<file path="src/rtl/psw_pkg.sv">
package psw_pkg;

   localparam int PSW_W   = 32;
   localparam int FLAG_N  = 31;
   localparam int FLAG_Z  = 30;
   localparam int FLAG_C  = 29;
   localparam int FLAG_V  = 28;
   localparam int MODE_W  = 5;

   typedef struct packed {
      logic n;
      logic z;
      logic c;
      logic v;
   } flags_t;

   typedef enum logic [3:0] {
      CC_EQ = 4'b0000, CC_NE = 4'b0001, CC_CS = 4'b0010, CC_CC = 4'b0011,
      CC_MI = 4'b0100, CC_PL = 4'b0101, CC_VS = 4'b0110, CC_VC = 4'b0111,
      CC_HI = 4'b1000, CC_LS = 4'b1001, CC_GE = 4'b1010, CC_LT = 4'b1011,
      CC_GT = 4'b1100, CC_LE = 4'b1101, CC_AL = 4'b1110, CC_NV = 4'b1111
   } cond_e;

   // The low code bit inverts the sense of each base test, except for AL/NV.
   function automatic logic cond_holds(input logic [3:0] code, input flags_t f);
      logic base;
      unique case (code[3:1])
         3'd0: base = f.z;
         3'd1: base = f.c;
         3'd2: base = f.n;
         3'd3: base = f.v;
         3'd4: base = f.c & ~f.z;
         3'd5: base = (f.n == f.v);
         3'd6: base = ~f.z & (f.n == f.v);
         default: base = 1'b1;
      endcase
      return base ^ code[0];
   endfunction

endpackage

</file>
<file path="src/rtl/psw_cond_eval.sv">
module psw_cond_eval
   import psw_pkg::*;
(
   input  logic [3:0] cond,
   input  flags_t     flags,
   output logic       pass
);

   localparam int N_COND = 16;

   logic [N_COND-1:0] pred_vec;

   // One predicate line per condition code, then select by the code.
   for (genvar gi = 0; gi < N_COND; gi++) begin : g_pred
      assign pred_vec[gi] = cond_holds(4'(gi), flags);
   end

   assign pass = pred_vec[cond];

   always_comb begin
      if (cond == CC_AL) AST_AL_TRUE:  assert (pass == 1'b1);
      if (cond == CC_NV) AST_NV_FALSE: assert (pass == 1'b0);
      if (cond == CC_EQ) AST_EQ_ZSET:  assert (pass == flags.z);
      if (cond == CC_NE) AST_NE_ZCLR:  assert (pass == !flags.z);
   end

endmodule

</file>
<file path="src/rtl/psw_cmp_flags.sv">
module psw_cmp_flags
   import psw_pkg::*;
#(
   parameter int DATA_W = 32
) (
   input  logic [DATA_W-1:0] op_a,
   input  logic [DATA_W-1:0] op_b,
   output flags_t            flags
);

   localparam int MSB = DATA_W - 1;

   logic [DATA_W:0]   ext_diff;
   logic [DATA_W-1:0] diff;

   // Extended subtraction: the top bit is the borrow out.
   assign ext_diff = {1'b0, op_a} - {1'b0, op_b};
   assign diff     = ext_diff[MSB:0];

   assign flags.n = diff[MSB];
   assign flags.z = (diff == '0);
   assign flags.c = ~ext_diff[DATA_W];
   assign flags.v = (op_a[MSB] ^ op_b[MSB]) & (diff[MSB] ^ op_a[MSB]);

endmodule

</file>
<file path="src/rtl/psw_store.sv">
module psw_store
   import psw_pkg::*;
#(
   parameter logic [MODE_W-1:0] RESET_MODE = 5'b10011
) (
   input  logic             clk,
   input  logic             rst_n,
   input  logic             wr_en,
   input  logic [PSW_W-1:0] wr_data,
   input  logic             upd_en,
   input  flags_t           upd_flags,
   output logic [PSW_W-1:0] word
);

   localparam logic [PSW_W-1:0] RESET_WORD = {{(PSW_W-MODE_W){1'b0}}, RESET_MODE};

   logic [PSW_W-1:0] word_q;

   always_ff @(posedge clk) begin
      if (!rst_n)
         word_q <= RESET_WORD;
      else if (wr_en)
         word_q <= wr_data;
      else if (upd_en)
         word_q[FLAG_N:FLAG_V] <= upd_flags;
   end

   assign word = word_q;

   AST_WR_REPLACE: assert property (@(posedge clk) disable iff (!rst_n)
      wr_en |=> word == $past(wr_data));
   AST_LOW_BITS_HOLD: assert property (@(posedge clk) disable iff (!rst_n)
      !wr_en |=> $stable(word[FLAG_V-1:0]));

endmodule

</file>
<file path="src/rtl/psw_pred_unit.sv">
module psw_pred_unit
   import psw_pkg::*;
#(
   parameter int                DATA_W     = 32,
   parameter logic [MODE_W-1:0] RESET_MODE = 5'b10011
) (
   input  logic              clk,
   input  logic              rst_n,
   input  logic              instr_valid,
   input  logic [3:0]        cond_code,
   input  logic              set_flags,
   input  logic              is_compare,
   input  logic              alu_n,
   input  logic              alu_z,
   input  logic              alu_c,
   input  logic              alu_v,
   input  logic [DATA_W-1:0] cmp_a,
   input  logic [DATA_W-1:0] cmp_b,
   input  logic              psw_wr_en,
   input  logic [31:0]       psw_wr_data,
   output logic [31:0]       psw_rd_data,
   output logic              exec_ok
);

   if (DATA_W < 2) begin : g_bad_width
      $error("psw_pred_unit: DATA_W must be at least 2");
   end
   if (PSW_W != 32) begin : g_bad_psw
      $error("psw_pred_unit: status word must be 32 bits");
   end

   logic [PSW_W-1:0] word;
   flags_t           cur_flags;
   flags_t           cmp_flags;
   flags_t           alu_flags;
   flags_t           next_flags;
   logic             upd_en;

   assign cur_flags = word[FLAG_N:FLAG_V];
   assign alu_flags = '{n: alu_n, z: alu_z, c: alu_c, v: alu_v};

   psw_cond_eval u_cond (
      .cond  (cond_code),
      .flags (cur_flags),
      .pass  (exec_ok)
   );

   psw_cmp_flags #(.DATA_W(DATA_W)) u_cmp (
      .op_a  (cmp_a),
      .op_b  (cmp_b),
      .flags (cmp_flags)
   );

   // A compare always writes the flags; an ordinary op only when asked to.
   // A squashed or absent instruction writes nothing.
   assign upd_en     = instr_valid & exec_ok & (set_flags | is_compare);
   assign next_flags = is_compare ? cmp_flags : alu_flags;

   psw_store #(.RESET_MODE(RESET_MODE)) u_store (
      .clk       (clk),
      .rst_n     (rst_n),
      .wr_en     (psw_wr_en),
      .wr_data   (psw_wr_data),
      .upd_en    (upd_en),
      .upd_flags (next_flags),
      .word      (word)
   );

   assign psw_rd_data = word;

   AST_SQUASH_KEEPS_FLAGS: assert property (@(posedge clk) disable iff (!rst_n)
      (!(instr_valid && exec_ok) && !psw_wr_en) |=> $stable(psw_rd_data[31:28]));
   AST_NO_REQUEST_KEEPS: assert property (@(posedge clk) disable iff (!rst_n)
      (!set_flags && !is_compare && !psw_wr_en) |=> $stable(psw_rd_data[31:28]));
   AST_ALU_LOAD: assert property (@(posedge clk) disable iff (!rst_n)
      (instr_valid && exec_ok && set_flags && !is_compare && !psw_wr_en)
      |=> psw_rd_data[31:28] == $past({alu_n, alu_z, alu_c, alu_v}));
   AST_CMP_ZERO: assert property (@(posedge clk) disable iff (!rst_n)
      (instr_valid && exec_ok && is_compare && !psw_wr_en)
      |=> psw_rd_data[30] == ($past(cmp_a) == $past(cmp_b)));
   AST_CMP_NOBORROW: assert property (@(posedge clk) disable iff (!rst_n)
      (instr_valid && exec_ok && is_compare && !psw_wr_en)
      |=> psw_rd_data[29] == ($past(cmp_a) >= $past(cmp_b)));

endmodule

</file>
<file path="config.mk">
export PLATFORM = sky130hd
export DESIGN_NAME = psw_pred_unit
export DESIGN_NICKNAME = d
export VERILOG_FILES = /design/src/rtl/psw_pkg.sv /design/src/rtl/psw_cond_eval.sv /design/src/rtl/psw_cmp_flags.sv /design/src/rtl/psw_store.sv /design/src/rtl/psw_pred_unit.sv
export SDC_FILE = /design/constraint.sdc
export NUM_CORES = 1
export LEC_CHECK = 0
export BUFFER_PORTS_ARGS = -buffer_cell sky130_fd_sc_hd__buf_2
export CAP_MARGIN = 20
export CORE_MARGIN = 2
export CORE_UTILIZATION = 35
export DETAILED_ROUTE_END_ITERATION = 10
export RECOVER_POWER = 100
export SLEW_MARGIN = 20
export SYNTH_ARGS = -nofsm -noshare
export SYNTH_HDL_FRONTEND = slang
export SYNTH_SLANG_ARGS = --single-unit
</file>
<file path="constraint.sdc">
create_clock -name clk -period 5.7 [get_ports clk]
set_input_delay 0.855 -clock clk [delete_from_list [all_inputs] [get_ports clk]]
set_output_delay 0.855 -clock clk [all_outputs]
set_load 0.02 [all_outputs]
</file>
==> Yosys cells after proc, flatten, opt, wreduce, memory -nomap -nowiden <==
Cells that the tools add are included.
{ "totals": {"inputBits": 110, "out_inout_bits": 33, "elab_cells": 28, "register_bits": 32} }
{ "classes": {"reduce_logical": 2, "add_sub_neg": 1, "n_mux": 5, "n_lt_le_gt_ge": 1, "eq_ne": 1, "bitwise_logic": 16} }
{ "op_table": {"columns": ["cell", "count"], "rows": [
  ["subtractor 32 x 32 -> 33 bit", 1],
  ["logical NOT 32 bit", 1],
  ["two-way mux 4 bit", 3],
  ["inverter 1 bit", 8],
  ["bitwise AND 1 bit", 5],
  ["< comparator 4 x 5 -> 1 bit (second input constant)", 1],
  ["binary-select mux 1 bit (select 4 bit)", 1],
  ["nonzero test 2 bit", 1],
  ["bitwise XOR 1 bit", 2],
  ["== test 1 bit", 1],
  ["two-way mux 1 bit", 1],
  ["bitwise OR 1 bit", 1]
]} }

==> Depth between registers and ports, before layout <==
Gate-level depths: netlist of the first run.
{ "depth": {"ltp_word": 9, "ltp_mapped": 12, "depth_no_buf": 11} }

==> Cells and area by module <==
Synthesis of the first run repeated with hierarchy kept, for this count alone.
{ "hier_totals": {"hier_cells": 447, "hier_area_um2": 3593.4} }
{ "modules_own_cells": {"columns": ["module", "cells_each", "instances", "area_each_um2", "seq_area_each_um2"], "rows": [
  ["psw_cmp_flags", 324, 1, 2178.3, 0.0],
  ["psw_store", 107, 1, 1277.5, 640.6],
  ["psw_cond_eval", 11, 1, 82.6, 0.0],
  ["psw_pred_unit", 5, 1, 55.1, 0.0]
]} }

==> Worst setup path before layout of the first run <==
OpenSTA, ideal clock, no wires.
{ "synth_timing": {"path_kind": "input to register", "from": "input cmp_b[8]", "to": "register u_store.word_q[30], in the netlist u_store.word[30]", "slack_ps": 2277, "n_path_buf": 1, "setup_time_ps": 84, "required_ps": 5616, "arrival_time_ps": 3338, "stages": 12, "cell_sequence": "inv_1 -> ha_1 -> buf_6 -> a21o_1 -> a221o_1 -> and3_4 -> or4_1 -> a2111oi_1 -> nand4_1 -> nor4_2 -> nand4_1 -> o31ai_2"} }
{ "synth_between": {"elab_chain_len": 5} }
{ "synth_rtl": {"columns": ["item", "line_no", "rtl"], "rows": [
  ["start: declaration", "psw_pred_unit.sv:18", "input logic [DATA_W-1:0] cmp_b,"],
  ["subtractor 32 x 32 -> 33 bit", "psw_cmp_flags.sv:17", "assign ext_diff = {1'b0, op_a} - {1'b0, op_b};"],
  ["logical NOT 32 bit", "psw_cmp_flags.sv:21", "assign flags.z = (diff == '0);"],
  ["two-way mux 4 bit", "psw_pred_unit.sv:57", "assign next_flags = is_compare ? cmp_flags : alu_flags;"],
  ["two-way mux 4 bit", "psw_store.sv:24", "else if (upd_en)"],
  ["two-way mux 4 bit", "psw_store.sv:22", "else if (wr_en)"],
  ["end signal: assignment", "psw_store.sv:23", "word_q <= wr_data;"],
  ["end signal: indexed assignment", "psw_store.sv:25", "word_q[FLAG_N:FLAG_V] <= upd_flags;"],
  ["end: declaration", "psw_store.sv:17", "logic [PSW_W-1:0] word_q;"]
]} }
No other way between the ends. The select of a mux whose other input is x is not followed.
A chain may end at the register's enable or synchronous reset.

==> Final worst setup path of the first run <==
{ "layout_timing": {"from": "input psw_wr_en", "to": "register u_store.word_q[30], in the netlist u_store.word[30]"} }
{ "layout_between": {"elab_chain_len": 1, "elab_cells_between_ends": 2, "classes_between": "1 x mux; 1 x reduce/logical"} }
{ "layout_rtl": {"columns": ["item", "line_no", "rtl"], "rows": [
  ["start: declaration", "psw_pred_unit.sv:19", "input logic psw_wr_en,"],
  ["two-way mux 4 bit / nonzero test 2 bit (equally long branches)", null, null]
]} }
Several ways; a longest one is shown, not always the timed one.

==> impl_results.md, run 1 <==
- Status: complete, but fails checks
- Failing checks: capacitance limit, slew limit
- Synth Instances: ~480
- Fin Setup TNS: 0 ns
- P per Cell Area: ~190 nW/um^2
- Seq cells post-synth: 32
- Syn Std Cell Area: around 3600 um^2
- Setup violators final: 0
- Clock Power Share: between 20 and 30%
- FFs w/ async S/R, synth: 0%
- Synth area leaders: dfxtp_1, ha_1, mux2i_1
- Net switching power: slightly above 300 uW
- Clock transition at path regs: 0.06 ns
- Worst slew pin tran: ~2.2 ns
- Fin area: roughly 4500 um^2
- DRC: 0
- Starting DRT DRC Count: roughly 240
- Fmax: 252 MHz
- Hold violation count in the final report: 0
- Post-synthesis sequential area ratio: between 10% and 20%
- Fin. max-slew vios: 36
- Synth unique cells: between 60 and 70
- Global Route Usage Sum: between 10% and 20%
- First-pass GRT wire length: approximately 17 mm
- Total CTS buffers: 5
- Number of global-route vias before repair: ~3.8k
- CTS tree: done
- Syn nets: just over 600
- Clock net sink count: 32
- Cts repair resizes: 0
- Worst min path class: reg -> reg
- Synth top area share: around 18%
- CTS root buf: clkbuf_8
- Final worst slack: approximately 1.7 ns
- Num ports: roughly 140
- Die area: roughly 11000 um^2
- Clock Latency Late Sink: about 0.27 ns
- DRT Wirelength: around 11 mm
- DR vias: just under 4k
- Slew headroom: -47.5%
- Sw Share: 36.8%
- Final Cycle Share: 69.7%
- Clk_skew: 0.00406 ns
- Critical Path RT: about 5.9 ns
- Post-synth EDFFs: 0
- Drt first pass iters: 5
- Post-route ant nets: 0
- Worst Path Class, Setup: in -> reg
- Die H: roughly 110 um
- Max reg flops: 32
- Int Power: between 500 and 600 uW
- P&R area growth vs syn: 23.6%
- Wire length per cell: around 14 um
- Reg area: roughly 640 um^2
- Sequential Power Share: roughly 30%
- Placement Setup Slack: around 2 ns
- RSZ-0062 raised after global routing: no
- Most frequent cells in the layout: buf_2, inv_1, a21oi_1
- Port bufs: ~140
- Row count: 37
- Placer congestion estimate: around 0.96
- Post-CTS Setup Bufs: 0
- Fillers: 1073
- Fin Hold WS: just under 0.5 ns
- VDD IR max: ~90 uV
- Max Root-Sink Buffers: 2
- Max Cap Viol: 1
- Largest area contributor in the netlist: dfxtp_1
- Core Box Area: 10100 um^2
- CP Max Fanout: 35
- Gate power share: around 45%
- Post-DP HPWL: ~8.8 mm
- Setup crit end kind: flop
- CTS H-tree lvls: 2
- Vias per cell: about 5.3
- Syn Area/Cell: approximately 7.5 um^2
- Final layout net count: between 700 and 800
- ANT cells: 0
- Placed Instance Area: 4400 um^2
- Primary FF master, synth: dfxtp_1
- Pin count of the biggest net entering global routing: 36
- Synthesis Warnings: 0
- Leading cell type in the layout, fill and taps excluded: buf_2
- Hold buffer count at CTS: 0
- GR Overflow Total: 0
- P_leak: 0.00210 uW
- Multi-input gate area: roughly 2700 um^2
- Die X: 105 um
- Critical Path AT: approximately 4.2 ns
- Type of origin of the critical path: input port
- Initial antenna violation count: 0
- Crit path time final: 3.97 ns
- Initial Utilization: 35.5%
- Share of cells above drive strength 1: slightly below 20%
- Final Util: a little over two fifths
worst paths after layout:
kind | cells past startpoint | startpoint | slack, ns | to
worst max-delay path | 7 | psw_wr_en | 1.73 | u_store.word[30]
worst max register to register | 9 | u_store.word[30] | 2.53 | u_store.word[30]
worst min-delay path | 2 | u_store.word[4] | 0.48 | u_store.word[4]
worst min register to register | 2 | u_store.word[4] | 0.48 | u_store.word[4]
logic make-up after synthesis:
group	synth area share [%]
AOI/OAI and AO/OA	30.6
xor gates and xnor gates	2.43
adders and majority gates	11.1
buffers and inverters	7.29
DFF	17.8
muxes	8.89
and+or+nand+nor	21.9
critical path: stages:
cell	delay, ns
clkbuf_1	1.55
a2111oi_0	0.48
a2111oi_1	0.45
nand4_1	0.16
nor4_1	0.30
nand4_1	0.17
o31ai_2	0.18
layer usage:
layer,vias to the layer above,GRT usage (%),wire [um]
met5,-,0,0
met4,0,6.00,202
met3,16,2.97,603
met2,144,31.8,5110
met1,1784,22.7,4710
li1,2019,-,-
synth_stat cells, types with 2 or more instances:
cell,instances
dfxtp_1,32
o21bai_1,4
a21boi_0,4
o211a_1,2
o21a_1,8
inv_1,47
a21o_1,13
o211ai_1,9
xnor2_1,7
a21oi_1,38
or3_1,4
a221o_1,2
a2111oi_0,6
a221oi_1,3
mux2i_1,32
nor3b_1,5
buf_2,2
o2111ai_1,3
clkbuf_1,16
nor2b_1,31
and3_1,2
o31ai_1,4
nand2b_1,7
nor2_1,31
nand4_1,6
xor2_1,3
o22ai_1,3
o21ai_0,27
ha_1,32
nand2_1,28
nor3_1,8
and2_1,4
a211oi_1,11
nand3_1,8
a31oi_1,4
o2111a_1,2
per-stage QoR:
step / power (uW) / instances
after global routing: 892 / 747
after CTS: 840 / 747
after global placement: 623 / 739
final: 831 / 747
after detailed placement: 627 / 739
after floorplan: 514 / 481
cell type report:
class,count,share of cell area [%]
Clock buffer,6,1.63
Inverter,47,3.96
Tap cell,136,3.82
Sequential cell,32,14.4
Timing Repair Buffer,142,15.0
Clock inverter,2,0.787
Multi-Input combinational cell,382,60.4
power groups by stage:
stage          Clock [uW]  Combinational (uW)  Sequential (uW)
2_1_floorplan           0                 246              268
3_5_place_dp            0                 376              251
5_1_grt               227                 416              249
4_1_cts               216                 378              246
3_3_place_gp            0                 372              251
6_report              208                 376              247
(Power assumes the default switching activity.)
==> run 2, diff against run 1 <==
clock period = 3.7 ns   (was 5.7 ns; I/O delays follow)
==> run 2 against run 1 <==
The flow now finishes without violations. Via count up 1.7%. Routed wire length shrank 0.69%. First-iteration DRC count rose by 5.1%. Hold slack got worse by 0.0047 ns. Die area stayed put. Largest power group unchanged.
==> impl_results.md, run 2 (synthesized netlist as in run 1, its figures left out) <==
- Die H: 105 um (unchanged)
- Status: completed
- Max Root-Sink Buffers: 2 (unchanged)
- Initial Utilization: 35.5% (unchanged)
- Max Cap Viol: 0 (-1)
- Hold violation count in the final report: 0 (unchanged)
- Worst slew pin tran: 1.03 ns (-1.18 ns)
- Type of origin of the critical path: input port
- Final layout net count: 755 (+0.40%)
- Cts repair resizes: 0 (unchanged)
- Worst Path Class, Setup: in -> reg
- Leading cell type in the layout, fill and taps excluded: buf_2
- CTS H-tree lvls: 2 (unchanged)
- Total CTS buffers: 5 (unchanged)
- Bufs and invs on worst path: 1 (unchanged)
- Crit-path max cell delay: 0.47 ns (-1.08 ns)
- Crit path cell chain: buf_2, ha_1, and2_4, a221o_1, and3_4, or4_1, a2111oi_1, nand4_1, nor4_2, nand4_1, o31ai_2
- Initial antenna violation count: 0 (unchanged)
- Hold buffer count at CTS: 0 (unchanged)
- Crit. path cell count: 11 (+4)
- Post-CTS Setup Bufs: 0 (unchanged)
- Starting DRT DRC Count: 247 (+5.1%)
- Number of global-route vias before repair: 3764 (-0.053%)
- Placer congestion estimate: 0.956 (-0.68%)
- Multi-input gate area: 2700 um^2 (+0.23%)
- P_leak: 0.00213 uW (+1.2%)
- Die X: 105 um (unchanged)
- CP top delay family: simple AND/OR/NAND/NOR gates
- CTS tree: done
- Critical Path RT: 3.89 ns (-2.00 ns)
- CP Max Fanout: 9 (-74%)
- First-pass GRT wire length: 17.0 mm (+0.16%)
- Clock net sink count: 32 (unchanged)
- VDD IR max: 158 uV (+74%)
- Wire length per cell: 14.1 um (-1.1%)
- Die area: 11100 um^2 (unchanged)
- Vias per cell: 5.37 (+1.3%)
- Max reg flops: 32 (unchanged)
- Post-DP HPWL: 8.71 mm (-0.83%)
- Fin Setup TNS: 0 ns (unchanged)
- Share of cells above drive strength 1: 20.7% (+0.88 points)
- Fin area: 4500 um^2 (+1.1%)
- Row count: 37 (unchanged)
- P&R area growth vs syn: 24.9%
- Core Box Area: 10100 um^2 (unchanged)
- Slew headroom: 29.5% (+77 points)
- Placed Instance Area: 4420 um^2 (+0.51%)
- Port bufs: 142 (unchanged)
- Setup violators final: 0 (unchanged)
- Most frequent cells in the layout: buf_2, inv_1, a21oi_1
- Post-route ant nets: 0 (unchanged)
- Slowest cell on the critical path: or4_1
- Reg area: 641 um^2 (unchanged)
- P per Cell Area: 293 nW/um^2 (+57%)
- Hold depth: 2 (unchanged)
- DRT Wirelength: 10.6 mm (-0.69%)
- GR Overflow Total: 0 (unchanged)
- Fin. max-slew vios: 0 (-100%)
- Final Cycle Share: 84.8%
- Fmax: between 300 and 400 MHz
- Critical Path AT: 3.33 ns (-0.83 ns)
- Crit path time final: roughly 3.1 ns
- Fillers: 1069 (-0.37%)
- DR vias: 4031 (+1.7%)
- DRC: 0 (unchanged)
- Worst R2R Path Depth: 9 (unchanged)
- CTS root buf: clkbuf_8
- ANT cells: 0 (unchanged)
- Clock transition at path regs: 0.06 ns (about the same)
- Clock Latency Late Sink: 0.27 ns (about the same)
- Setup crit end kind: flop
- Worst min path class: reg -> reg
- Cell mode on critical path: nand4_1
- Clk_skew: 0.00353 ns (-0.000530 ns)
- Num ports: 143 (unchanged)
- RSZ-0062 raised after global routing: no
- Pin count of the biggest net entering global routing: 36 (unchanged)
- Global Route Usage Sum: 18.0% (-0.24 points)
- Drt first pass iters: 6 (+1)
[run 2: cell type report]
class	count	share of cell area, %
Inverter	47	3.92
Timing Repair Buffer	145	15.4
Sequential cell	32	14.2
Tap cell	136	3.78
Clock inverter	1	0.667
Clock buffer	7	2.14
Multi-Input combinational cell	382	59.9
[run 2: metal layers]
metal | routed length (um) | up-vias | GRT usage, %
li1 | - | 2029 | -
met1 | 4660 | 1820 | 23.1
met2 | 5020 | 164 | 31.6
met3 | 702 | 18 | 2.72
met4 | 178 | 0 | 4.10
met5 | 0 | - | 0
[run 2: path summary, 6_finish.rpt]
check                     end  slack (ns)        startpoint
min reg2reg   u_store.word[4]        0.48   u_store.word[4]
max reg2reg  u_store.word[30]        0.77  u_store.word[30]
min           u_store.word[4]        0.48   u_store.word[4]
max          u_store.word[30]        0.56         cmp_a[10]
[run 2: report_power, final]
| part | internal [uW] | switching [uW] | total (uW) |
|---|---|---|---|
| Sequential | 367 | 13.4 | 380 |
| Combinational | 244 | 339 | 583 |
| Clock | 237 | 121 | 358 |
| Total | 848 | 473 | 1320 |
[run 2: through the flow]
stage | std cells | setup WS (ns) | total power, uW | hold slack (ns) | util, %
2_1_floorplan | 481 | 0.577 | 791 | 0.589 | -
3_3_place_gp | 742 | 0.344 | 962 | 0.447 | 43.6
3_5_place_dp | 742 | 0.299 | 968 | 0.459 | 43.6
4_1_cts | 750 | 0.585 | 1340 | 0.477 | 44.8
5_1_grt | 750 | 0.303 | 1410 | 0.496 | 44.4
6_report | 750 | 0.561 | 1320 | 0.480 | 44.4
[run 2: tightest hold or removal path: stages, from the launching register on]
cell and delay [ns]:
dfxtp_1 0.33, mux2i_1 0.07, nand2_1 0.06
